$ cat src/rtl/pmg_pkg.sv
package pmg_pkg;

    typedef enum logic [2:0] {
        PM_RUN        = 3'd0,
        PM_IDLE_ARMED = 3'd1,
        PM_PD_ARMED   = 3'd2,
        PM_IDLE       = 3'd3,
        PM_PDOWN      = 3'd4
    } pm_state_t;

    typedef struct packed {
        logic arm_idle;
        logic go_idle;
        logic arm_pd;
        logic go_pd;
    } pm_cmd_t;

endpackage

$ cat src/rtl/pmg_cmd_decode.sv
module pmg_cmd_decode #(
    parameter int DW        = 8,
    parameter int IDLE_ARM  = 0,
    parameter int IDLE_GO   = 5,
    parameter int PD_ARM    = 1,
    parameter int PD_GO     = 6
) (
    input  logic [DW-1:0]    wr_data_i,
    output pmg_pkg::pm_cmd_t cmd_o
);
    // each command is valid only without its partner bit
    always_comb begin
        cmd_o.arm_idle = wr_data_i[IDLE_ARM] & ~wr_data_i[IDLE_GO];
        cmd_o.go_idle  = wr_data_i[IDLE_GO]  & ~wr_data_i[IDLE_ARM];
        cmd_o.arm_pd   = wr_data_i[PD_ARM]   & ~wr_data_i[PD_GO];
        cmd_o.go_pd    = wr_data_i[PD_GO]    & ~wr_data_i[PD_ARM];
    end
endmodule

$ cat src/rtl/pmg_rst_qual.sv
module pmg_rst_qual #(
    parameter int RST_MC = 2
) (
    input  logic clk_i,
    input  logic rst_i,
    input  logic mc_stb_i,
    output logic full_rst_o
);
    localparam int CW = $clog2(RST_MC + 1);
    localparam logic [CW-1:0] LIMIT = CW'(RST_MC);

    logic [CW-1:0] cnt_q;
    logic          sat;

    assign sat        = (cnt_q == LIMIT);
    assign full_rst_o = rst_i & sat;

    always_ff @(posedge clk_i) begin
        if (!rst_i)
            cnt_q <= '0;
        else if (mc_stb_i && !sat)
            cnt_q <= cnt_q + 1'b1;
    end
endmodule

$ cat src/rtl/pmg_ctl_store.sv
module pmg_ctl_store #(
    parameter int DW        = 8,
    parameter int IDLE_ARM  = 0,
    parameter int IDLE_GO   = 5,
    parameter int PD_ARM    = 1,
    parameter int PD_GO     = 6
) (
    input  logic          clk_i,
    input  logic          full_rst_i,
    input  logic          wr_ok_i,
    input  logic [DW-1:0] wr_data_i,
    output logic [DW-1:0] rd_data_o
);
    localparam logic [DW-1:0] ONE      = {{(DW-1){1'b0}}, 1'b1};
    localparam logic [DW-1:0] CMD_MASK = (ONE << IDLE_ARM) | (ONE << IDLE_GO)
                                       | (ONE << PD_ARM)   | (ONE << PD_GO);

    logic [DW-1:0] keep_q;

    // command positions are never stored, so they read back zero
    always_ff @(posedge clk_i) begin
        if (full_rst_i)
            keep_q <= '0;
        else if (wr_ok_i)
            keep_q <= wr_data_i & ~CMD_MASK;
    end

    assign rd_data_o = keep_q;
endmodule

$ cat src/rtl/pmg_fsm.sv
module pmg_fsm (
    input  logic               clk_i,
    input  logic               rst_i,
    input  logic               mode_lock_i,
    input  logic               irq_pend_i,
    input  logic               wr_en_i,
    input  pmg_pkg::pm_cmd_t   cmd_i,
    output logic               store_en_o,
    output logic               idle_o,
    output logic               pdown_o,
    output logic               hold_o
);
    import pmg_pkg::*;

    pm_state_t state_q, state_d;
    pm_state_t arm_target;

    // a clean arm of exactly one mode selects the armed state
    always_comb begin
        if (cmd_i.arm_idle && !cmd_i.arm_pd)
            arm_target = PM_IDLE_ARMED;
        else if (cmd_i.arm_pd && !cmd_i.arm_idle)
            arm_target = PM_PD_ARMED;
        else
            arm_target = PM_RUN;
    end

    always_comb begin
        state_d = state_q;
        unique case (state_q)
            PM_RUN: begin
                if (mode_lock_i)
                    state_d = PM_RUN;
                else if (wr_en_i)
                    state_d = arm_target;
            end
            PM_IDLE_ARMED: begin
                if (mode_lock_i)
                    state_d = PM_RUN;
                else if (wr_en_i)
                    state_d = cmd_i.go_idle ? PM_IDLE : arm_target;
            end
            PM_PD_ARMED: begin
                if (mode_lock_i)
                    state_d = PM_RUN;
                else if (wr_en_i)
                    state_d = cmd_i.go_pd ? PM_PDOWN : arm_target;
            end
            PM_IDLE: begin
                if (irq_pend_i)
                    state_d = PM_RUN;
            end
            PM_PDOWN: begin
                state_d = PM_PDOWN;
            end
            default: state_d = PM_RUN;
        endcase
    end

    always_ff @(posedge clk_i) begin
        if (rst_i)
            state_q <= PM_RUN;
        else
            state_q <= state_d;
    end

    always_comb begin
        idle_o     = 1'b0;
        pdown_o    = 1'b0;
        hold_o     = 1'b0;
        store_en_o = 1'b0;
        unique case (state_q)
            PM_RUN, PM_IDLE_ARMED, PM_PD_ARMED: store_en_o = wr_en_i & ~rst_i;
            PM_IDLE:  idle_o = 1'b1;
            PM_PDOWN: begin
                pdown_o = 1'b1;
                hold_o  = 1'b1;
            end
            default: store_en_o = 1'b0;
        endcase
    end
endmodule

$ cat src/rtl/pwr_mode_guard.sv
module pwr_mode_guard #(
    parameter int DW        = 8,
    parameter int IDLE_ARM  = 0,
    parameter int IDLE_GO   = 5,
    parameter int PD_ARM    = 1,
    parameter int PD_GO     = 6,
    parameter int RST_MC    = 2
) (
    input  logic          clk_i,
    input  logic          rst_i,
    input  logic          mc_stb_i,
    input  logic          mode_lock_i,
    input  logic          irq_pend_i,
    input  logic          wr_en_i,
    input  logic [DW-1:0] wr_data_i,
    output logic [DW-1:0] rd_data_o,
    output logic          idle_o,
    output logic          pdown_o,
    output logic          clkout_hold_o,
    output logic          ale_hold_o,
    output logic          psen_hold_o
);
    pmg_pkg::pm_cmd_t cmd;
    logic             full_rst;
    logic             store_en;
    logic             hold;

    pmg_cmd_decode #(
        .DW(DW), .IDLE_ARM(IDLE_ARM), .IDLE_GO(IDLE_GO),
        .PD_ARM(PD_ARM), .PD_GO(PD_GO)
    ) u_dec (
        .wr_data_i (wr_data_i),
        .cmd_o     (cmd)
    );

    pmg_rst_qual #(.RST_MC(RST_MC)) u_rq (
        .clk_i      (clk_i),
        .rst_i      (rst_i),
        .mc_stb_i   (mc_stb_i),
        .full_rst_o (full_rst)
    );

    pmg_fsm u_fsm (
        .clk_i       (clk_i),
        .rst_i       (rst_i),
        .mode_lock_i (mode_lock_i),
        .irq_pend_i  (irq_pend_i),
        .wr_en_i     (wr_en_i),
        .cmd_i       (cmd),
        .store_en_o  (store_en),
        .idle_o      (idle_o),
        .pdown_o     (pdown_o),
        .hold_o      (hold)
    );

    pmg_ctl_store #(
        .DW(DW), .IDLE_ARM(IDLE_ARM), .IDLE_GO(IDLE_GO),
        .PD_ARM(PD_ARM), .PD_GO(PD_GO)
    ) u_store (
        .clk_i      (clk_i),
        .full_rst_i (full_rst),
        .wr_ok_i    (store_en),
        .wr_data_i  (wr_data_i),
        .rd_data_o  (rd_data_o)
    );

    assign clkout_hold_o = hold;
    assign ale_hold_o    = hold;
    assign psen_hold_o   = hold;
endmodule

$ cat config.mk
export PLATFORM = sky130hd
export DESIGN_NAME = pwr_mode_guard
export DESIGN_NICKNAME = d
export VERILOG_FILES = /design/src/rtl/pmg_pkg.sv /design/src/rtl/pmg_cmd_decode.sv /design/src/rtl/pmg_rst_qual.sv /design/src/rtl/pmg_ctl_store.sv /design/src/rtl/pmg_fsm.sv /design/src/rtl/pwr_mode_guard.sv
export SDC_FILE = /design/constraint.sdc
export NUM_CORES = 1
export LEC_CHECK = 0
export BUFFER_PORTS_ARGS = -buffer_cell sky130_fd_sc_hd__buf_2
export CAP_MARGIN = 20
export CORE_MARGIN = 4
export CORE_UTILIZATION = 40
export CTS_CLUSTER_DIAMETER = 40
export DETAILED_ROUTE_END_ITERATION = 16
export GPL_TIMING_DRIVEN = 0
export PLACE_DENSITY = 0.7
export RECOVER_POWER = 50
export SYNTH_ARGS = -nofsm -noshare
export SYNTH_HDL_FRONTEND = slang
export SYNTH_SLANG_ARGS = --single-unit
export TNS_END_PERCENT = 20
$ cat constraint.sdc
create_clock -name clk_i -period 2.6 [get_ports clk_i]
set_input_delay 0.65 -clock clk_i [delete_from_list [all_inputs] [get_ports clk_i]]
set_output_delay 0.65 -clock clk_i [all_outputs]
set_load 0.05 [all_outputs]
==> flow_metrics.py, run 1 <==
metrics = {
    "run_status": {
        "status": "finished, final reports clean",
    },
    "grt": {
        "grt_pass1_wl_mm": 1.66,
        "grt_use_total_pct": 11.1,
        "grt_overflow": 0,
        "grt_pass1_vias": 453,
        "grt_start_max_net_pins": 11,
        "antenna_found_initial": 0,
    },
    "synth": {
        "synth_area_leader_cell": "dfxtp_1",
        "synth.distinct_cells": 31,
        "synthCells": 63,
        "synth_top_area_share_pct": 31.5,
        "synth_area_sq_um": 572,
        "ys_seq_area_share_pct": 31.5,
        "yosys_register_bits": 9,
        "synth_area_per_cell_sq_um": 9.08,
        "synthFlopType": "dfxtp_1",
        "synthTopCellsByArea": "dfxtp_1 (32%), buf_4 (9.2%), mux2i_1 (5.3%)",
        "yosys_warnings": 0,
        "synth_edf_count": 0,
        "async_flop_share_pct": 0,
    },
    "power_and_ir_drop": {
        "power_leakage_nw": 0.373,
        "p_total_w": 0.000409,
        "p_per_area_nw_per_um2": 558,
        "irDropWorstVdd_mv": 0.441,
    },
    "finish": {
        "final_cell_mix": "buf_2 (21), dfxtp_1 (9), buf_4 (7)",
        "area_growth_pct": 28.2,
        "final_common_cell": "buf_2",
        "nets": 107,
        "fillers": 135,
        "drive_gt1_share_pct": 42.9,
        "antenna_cells": 0,
    },
    "floorplanning": {
        "dieArea_sq_um": 2100,
        "start_util_pct": 43.4,
        "die_x_um": 45.8,
        "die_h_um": 45.8,
        "num_rows": 13,
        "io_pins": 27,
        "core_area_sq_um": 1320,
    },
    "setup_path": {
        "timing.critical_path.mode_cell": "buf_2",
        "crit_arrival_ns": 1.41,
        "critPathRequiredTime_ns": 1.95,
        "worst-path-max-fanout": 9,
        "cp-end-kind": "primary output",
        "start_kind": "register",
        "cp_cell_sequence": "buf_2, nor3b_2, buf_4, buf_2",
        "cp_slowest_cell": "nor3b_2",
        "cp_top_family": "buffers and inverters",
        "cpPeakStageDelay_ns": 0.30,
        "cp_num_buf_inv": 3,
        "crit_type": "reg -> out",
    },
    "sta": {
        "report.final.slew_viol_count": 0,
        "setup_violations": 0,
        "min_period_over_period_pct": 79.3,
        "period_minus_slack_ns": 2.06,
        "fmax_mhz": 485,
        "fin_skew_ns": 0.00424,
        "rsz0062_at_grt": "false",
        "hold_viol": 0,
        "fin_setup_tns_ns": 0,
    },
    "cts": {
        "clockRootBuffer": "clkbuf_4",
        "cts_made_buffers": 3,
        "cts_resized": 0,
        "clkLatencyLatePin_ns": 0.26,
        "clk_pin_slew_ns": 0.06,
        "cts_htree_levels": 1,
        "cts_sinks": 9,
        "cts_tree": "built",
        "clk_path_buf_depth": 2,
        "cts_hold_buf": 0,
        "cts_setup_buffers": 0,
    },
    "placement": {
        "dp_hpwl_um": 884,
        "port_buffers": 21,
        "gp_congestion": 0.689,
    },
    "routing": {
        "drt_iter0_markers": 2,
        "route.detailed.drc": 0,
        "via_per_inst": 4.84,
        "routed_wl_mm": 1.08,
        "num_vias": 513,
        "wl_per_cell_um": 10.2,
        "drt-pass1-iter-count": 2,
        "antenna_left": 0,
    },
    "min_path": {
        "hp-class": "reg -> reg",
    },
    "flow_run": {
        "maxCapViolations": 0,
    },
}
## cells by family after synthesis
kind of cell             share of synthesized area [%]
AO/OA/AOI/OAI                                     14.2
XOR/XNOR                                          1.53
adder cells (fa/ha/maj)                           2.19
buffers and inverters                             16.2
flip-flops                                        31.5
multiplexers                                      7.22
other                                            0.656
AND/OR/NAND/NOR                                   26.5
## synth_stat cells (2+ instances only)
| cell | n |
|---|---|
| o21ai_0 | 2 |
| mux2i_1 | 3 |
| nand3b_1 | 2 |
| nor4_1 | 2 |
| buf_2 | 2 |
| buf_4 | 7 |
| nor2b_1 | 3 |
| inv_1 | 2 |
| dfxtp_1 | 9 |
| nand3_1 | 2 |
| nor2_1 | 2 |
| a21oi_1 | 4 |
| nand2_1 | 4 |
| buf_6 | 2 |
## stage by stage
stage | setup WS [ns] | util [%] | cells | hold slack, ns | instance area, sq um
after detailed placement | 0.816 | 54.0 | 102 | 0.480 | 712
after CTS | 0.519 | 56.1 | 106 | 0.500 | 739
after global routing | 0.449 | 55.7 | 106 | 0.540 | 733
after global placement | 0.872 | 54.0 | 102 | 0.451 | 712
final | 0.538 | 55.7 | 106 | 0.487 | 733
after floorplan | 0.423 | - | 66 | 0.476 | 588
## cell type report
class | count | area, sq um | share of cell area (%)
plain buffers | 11 | 83.8 | 11.4
well taps | 15 | 18.8 | 2.56
clock buffers | 3 | 22.5 | 3.07
multi-input cells | 44 | 312 | 42.5
repair buffers | 21 | 104 | 14.2
inverters | 2 | 7.51 | 1.02
clock inverters | 1 | 5.00 | 0.683
flip-flops and latches | 9 | 180 | 24.6
## where the power goes
group          total [W]  switching (W)  internal, W
logic           0.000140      0.0000950    0.0000452
registers       0.000164     0.00000732     0.000156
clock network   0.000105      0.0000485    0.0000567
## tightest hold or removal path, stage by stage (launching register included)
cell	delay [ns]
dfxtp_1	0.31
nand3_1	0.06
o21ai_0	0.06
## path summary, 6_finish.rpt
kind	from	end	slack (ns)	cells past startpoint
min reg2reg	u_store.rd_data_o[4]$_SDFFE_PP0P_	u_store.rd_data_o[4]$_SDFFE_PP0P_	0.49	2
min	u_store.rd_data_o[4]$_SDFFE_PP0P_	u_store.rd_data_o[4]$_SDFFE_PP0P_	0.49	2
max	u_fsm.state_q[0]$_SDFFE_PP0P_	psen_hold_o	0.54	4
max reg2reg	u_fsm.state_q[1]$_SDFFE_PP0P_	u_fsm.state_q[0]$_SDFFE_PP0P_	1.24	5
## state kept, by name, summed over array words and instances, names as in the netlist
register,count
u_rq.cnt_q,2
u_store.rd_data_o,4
u_fsm.state_q,3
## routing by layer
layer | share of wire, % | GRT usage, % | up-vias
li1 | - | - | 272
met5 | 0 | 0 | -
met2 | 50 | 19.8 | 16
met3 | 7.6 | 7.11 | 0
met4 | 0 | 1.70 | 0
met1 | 42 | 11.0 | 225
Power figures use the tool's default switching activity.
==> inputs of run 2 (changes only) <==
--- a/config.mk
+++ b/config.mk
@@ -8,11 +8,11 @@
 export BUFFER_PORTS_ARGS = -buffer_cell sky130_fd_sc_hd__buf_2
 export CAP_MARGIN = 20
 export CORE_MARGIN = 4
-export CORE_UTILIZATION = 40
+export CORE_UTILIZATION = 39
 export CTS_CLUSTER_DIAMETER = 40
 export DETAILED_ROUTE_END_ITERATION = 16
 export GPL_TIMING_DRIVEN = 0
-export PLACE_DENSITY = 0.7
+export PLACE_DENSITY = 0.72
 export RECOVER_POWER = 50
 export SYNTH_ARGS = -nofsm -noshare
 export SYNTH_HDL_FRONTEND = slang
==> constraint.sdc (replaced) <==
create_clock -name clk_i -period 1.86 [get_ports clk_i]
set_input_delay 0.465 -clock clk_i [delete_from_list [all_inputs] [get_ports clk_i]]
set_output_delay 0.465 -clock clk_i [all_outputs]
set_load 0.05 [all_outputs]
==> run 2 against run 1 <==
Against the previous run:
- global-route usage is 1.2 points higher
- first-iteration DRC count is 50% lower
- cell count stayed put
- worst hold slack worse by 0.025 ns
- total power is 41% higher
- clock-buffer cell count stayed put
- sequential share of layout area is 0.53 points lower
- largest power group unchanged
- highest routed layer unchanged
==> flow_metrics.py, run 2 (synthesized netlist as in run 1, its figures left out) <==
metrics = {
    "power_and_ir_drop": {
        "p_per_area_nw_per_um2": 769,
        "power_leakage_nw": 0.376,
        "irDropWorstVdd_mv": 0.774,
    },
    "floorplanning": {
        "io_pins": 27,
        "dieArea_sq_um": 2140,
        "die_x_um": 46.3,
        "num_rows": 13,
        "start_util_pct": 42.9,
        "core_area_sq_um": 1330,
        "die_h_um": 46.3,
    },
    "routing": {
        "num_vias": 518,
        "via_per_inst": 4.89,
        "antenna_left": 0,
        "drt_iter0_markers": 1,
        "wl_per_cell_um": 10.4,
        "routed_wl_mm": 1.11,
        "route.detailed.drc": 0,
        "drt-pass1-iter-count": 3,
    },
    "finish": {
        "drive_gt1_share_pct": 45.1,
        "final_cell_mix": "buf_2 (20), buf_4 (10), dfxtp_1 (9)",
        "largest_register_ffs": 4,
        "nets": 107,
        "antenna_cells": 0,
        "final_common_cell": "buf_2",
        "area_growth_pct": 31.1,
    },
    "grt": {
        "grt_pass1_vias": 475,
        "grt_use_total_pct": 12.3,
        "antenna_found_initial": 0,
        "grt_overflow": 0,
        "grt_start_max_net_pins": 11,
        "grt_pass1_wl_mm": 1.84,
    },
    "cts": {
        "clockRootBuffer": "clkbuf_4",
        "clk_pin_slew_ns": 0.06,
        "cts_made_buffers": 3,
        "cts_sinks": 9,
        "clkLatencyLatePin_ns": 0.26,
        "clk_path_buf_depth": 2,
        "cts_hold_buf": 0,
        "cts_resized": 0,
        "cts_htree_levels": 1,
        "cts_tree": "built",
        "cts_setup_buffers": 0,
    },
    "setup_path": {
        "r2r_end": "u_fsm.state_q[0]$_SDFFE_PP0P_",
        "crit_type": "reg -> out",
        "cp-end-kind": "primary output",
        "reg2reg_slack_ns": 0.50,
        "worst-path-max-fanout": 9,
        "start_kind": "register",
        "crit_arrival_ns": 1.29,
        "r2r-start": "u_fsm.state_q[0]$_SDFFE_PP0P_",
        "ff2ff_path_depth": 5,
        "critPathRequiredTime_ns": 1.39,
    },
    "placement": {
        "gp_congestion": 0.688,
        "dp_slack_ns": 0.306,
        "dp_hpwl_um": 886,
        "port_buffers": 21,
    },
    "min_path": {
        "min_from": "wr_data_i[2]",
        "min_to": "u_store.rd_data_o[2]$_SDFFE_PP0P_",
        "hold_path_depth": 3,
        "hp-class": "in -> reg",
    },
    "sta": {
        "min_period_over_period_pct": 94.5,
        "fin_setup_tns_ns": 0,
        "fin_skew_ns": 0.00728,
        "report.final.slew_viol_count": 0,
        "hold_viol": 0,
        "fmax_mhz": 569,
        "rsz0062_at_grt": "false",
        "period_minus_slack_ns": 1.76,
        "fin_ws_ns": 0.102,
        "setup_violations": 0,
    },
    "run_status": {
        "status": "finished, final reports clean",
    },
    "flow_run": {
        "maxCapViolations": 0,
    },
}
run 2: critical path, cell delays in order, from the launching register on:
cell and delay, ns:
dfxtp_1 0.29, buf_2 0.17, nor3b_4 0.25, buf_4 0.14, buf_4 0.18
run 2: worst max path at each step:
stage,startpoint,to,depth (start not counted)
2_1_floorplan,u_fsm.state_q[0]$_SDFFE_PP0P_,clkout_hold_o,3
3_3_place_gp,u_fsm.state_q[0]$_SDFFE_PP0P_,clkout_hold_o,4
3_5_place_dp,u_fsm.state_q[0]$_SDFFE_PP0P_,pdown_o,4
4_1_cts,u_fsm.state_q[0]$_SDFFE_PP0P_,pdown_o,4
5_1_grt,u_fsm.state_q[0]$_SDFFE_PP0P_,pdown_o,4
6_report,u_fsm.state_q[0]$_SDFFE_PP0P_,pdown_o,4
run 2: final cells by class:
type                    count  area, sq um
multi-input cells          44          318
inverters                   2         7.51
clock buffers               3         22.5
repair buffers             21          113
flip-flops and latches      9          180
well taps                  15         18.8
clock inverters             1         5.00
plain buffers              11         85.1
fillers                   137          584
run 2: per-stage QoR:
stage               instance area, sq um  total power [W]  std cells  util [%]  hold WS [ns]
floorplan                            594         0.000389         66         -         0.476
global placement                     718         0.000430        102      53.8         0.454
detailed placement                   718         0.000434        102      53.8         0.468
CTS                                  746         0.000588        106      55.9         0.451
global route                         749         0.000621        106      56.2         0.456
finish                               749         0.000576        106      56.2         0.462
run 2: metal layers:
| layer | vias up | global-route usage (%) | wire [um] |
|---|---|---|---|
| li1 | 267 | - | - |
| met1 | 237 | 13.3 | 439 |
| met2 | 14 | 20.3 | 583 |
| met3 | 0 | 7.03 | 83 |
| met4 | 0 | 3.41 | 0 |
| met5 | - | 0 | 0 |
run 2: power by group:
group	leakage [nW]	internal, W	switching [W]
Clock	0.0177	0.0000792	0.0000681
Sequential	0.0746	0.000219	0.0000102
Combinational	0.283	0.0000646	0.000135
==> inputs of run 3 (changes only) <==
--- a/config.mk
+++ b/config.mk
@@ -12,7 +12,7 @@
 export CTS_CLUSTER_DIAMETER = 40
 export DETAILED_ROUTE_END_ITERATION = 16
 export GPL_TIMING_DRIVEN = 0
-export PLACE_DENSITY = 0.72
+export PLACE_DENSITY_LB_ADDON = 0.08
 export RECOVER_POWER = 50
 export SYNTH_ARGS = -nofsm -noshare
 export SYNTH_HDL_FRONTEND = slang
==> run 3 against run 2 <==
Against the previous run:
- fmax decreased by 0.82%
- final area shrank 0.17%
- global-route usage decreased by 1.4 points
- total power fell by 0.49%
- die area stayed put
- cell count did not move
- register-to-register slack hardly changed
- sequential power is essentially flat
- clock power barely moved
- core utilization down 0.094 points
- worst hold slack got worse by 0.0030 ns
- critical endpoint is now psen_hold_o
==> flow_metrics.py, run 3 (synthesized netlist as in run 1, its figures left out) <==
metrics = {
    "run_status": {
        "status": "finished, final reports clean",
    },
    "sta": {
        "min_period_over_period_pct": 95.3,
        "period_minus_slack_ns": 1.77,
        "report.final.slew_viol_count": 0,
        "setup_violations": 0,
        "hold_viol": 0,
        "whs_ns": 0.459,
        "fin_setup_tns_ns": 0,
        "fmax_mhz": 564,
        "fin_skew_ns": 0.00130,
    },
    "floorplanning": {
        "start_util_pct": 42.9,
        "io_pins": 27,
        "num_rows": 13,
        "dieArea_sq_um": 2140,
        "die_x_um": 46.3,
        "core_area_sq_um": 1330,
        "die_h_um": 46.3,
    },
    "routing": {
        "drt_iter0_markers": 6,
        "antenna_left": 0,
        "wl_per_cell_um": 9.48,
        "routed_wl_mm": 1.01,
        "num_vias": 492,
        "drt-pass1-iter-count": 3,
        "via_per_inst": 4.64,
        "route.detailed.drc": 0,
    },
    "setup_path": {
        "worst-path-max-fanout": 9,
        "critPathRequiredTime_ns": 1.39,
        "start_kind": "register",
        "crit_arrival_ns": 1.31,
        "crit_type": "reg -> out",
        "ff2ff_path_depth": 5,
        "cp-end-kind": "primary output",
    },
    "cts": {
        "clk_path_buf_depth": 2,
        "cts_tree": "built",
        "clk_pin_slew_ns": 0.06,
        "cts_hold_buf": 0,
        "cts_htree_levels": 1,
        "cts_made_buffers": 3,
        "cts_setup_buffers": 0,
        "cts_resized": 0,
        "clkLatencyLatePin_ns": 0.26,
        "clockRootBuffer": "clkbuf_4",
        "cts_sinks": 9,
    },
    "finish": {
        "drive_gt1_share_pct": 44.0,
        "largest_register_ffs": 4,
        "final_cell_mix": "buf_2 (20), buf_4 (9), dfxtp_1 (9)",
        "area_growth_pct": 30.9,
        "nets": 107,
        "antenna_cells": 0,
        "final_common_cell": "buf_2",
        "fillers": 130,
    },
    "grt": {
        "antenna_found_initial": 0,
        "grt_use_total_pct": 11.0,
        "grt_overflow": 0,
        "grt_start_max_net_pins": 11,
        "grt_pass1_wl_mm": 1.63,
        "grt_pass1_vias": 400,
    },
    "placement": {
        "port_buffers": 21,
        "gp_congestion": 0.777,
        "dp_hpwl_um": 819,
    },
    "flow_run": {
        "maxCapViolations": 0,
    },
    "power_and_ir_drop": {
        "irDropWorstVdd_mv": 0.479,
        "p_total_w": 0.000573,
        "p_per_area_nw_per_um2": 766,
        "power_leakage_nw": 0.372,
    },
    "min_path": {
        "hp-class": "in -> reg",
        "hold_path_depth": 3,
    },
}
-- run 3: cell types whose count changed in the layout (fill, tap and decap cells not counted) --
cell,previous run,this run
clkinv_2,1,0
clkbuf_1,0,1
buf_4,10,9
clkbuf_4,3,4
-- run 3: critical path, stage by stage, from the launching register on --
cell,delay [ns]
dfxtp_1,0.29
buf_2,0.16
nor3b_4,0.24
buf_4,0.14
clkbuf_4,0.21
-- run 3: worst paths after layout --
path | to | slack (ns) | startpoint
worst max register to register | u_fsm.state_q[0]$_SDFFE_PP0P_ | 0.51 | u_fsm.state_q[1]$_SDFFE_PP0P_
worst max-delay path | psen_hold_o | 0.09 | u_fsm.state_q[0]$_SDFFE_PP0P_
worst min register to register | u_store.rd_data_o[4]$_SDFFE_PP0P_ | 0.48 | u_store.rd_data_o[4]$_SDFFE_PP0P_
worst min-delay path | u_store.rd_data_o[4]$_SDFFE_PP0P_ | 0.46 | wr_data_i[4]
-- run 3: per-layer routing --
layer  track usage [%]  vias to the layer above  wire length (um)
met1              13.8                      204               443
met4              3.41                        0                10
met5                 0                        -                 0
li1                  -                      268                 -
met3              7.03                        3               123
met2              15.1                       17               427
-- run 3: cell type report --
class / instances / area [sq um] / area share (%)
buffer: 11 / 85.1 / 11.4
clock buffer: 4 / 26.3 / 3.51
inverter: 2 / 7.51 / 1.00
multi-input combinational: 44 / 318 / 42.5
sequential: 9 / 180 / 24.1
tap: 15 / 18.8 / 2.51
timing repair buffer: 21 / 113 / 15.1
-- run 3: per-stage QoR --
| stage | setup slack [ns] | util, % | instance area (sq um) | instances |
|---|---|---|---|---|
| 2_1_floorplan | 0.0915 | - | 594 | 66 |
| 3_3_place_gp | 0.336 | 53.8 | 718 | 102 |
| 3_5_place_dp | 0.322 | 53.8 | 718 | 102 |
| 4_1_cts | 0.0332 | 55.8 | 744 | 106 |
| 5_1_grt | -0.000379 | 56.1 | 748 | 106 |
| 6_report | 0.0875 | 56.1 | 748 | 106 |
-- run 3: power by group --
part	switching, W	internal (W)	total, W
combinational	0.000133	0.0000641	0.000197
clock	0.0000651	0.0000825	0.000148
sequential	0.00000987	0.000219	0.000229
total	0.000208	0.000365	0.000573
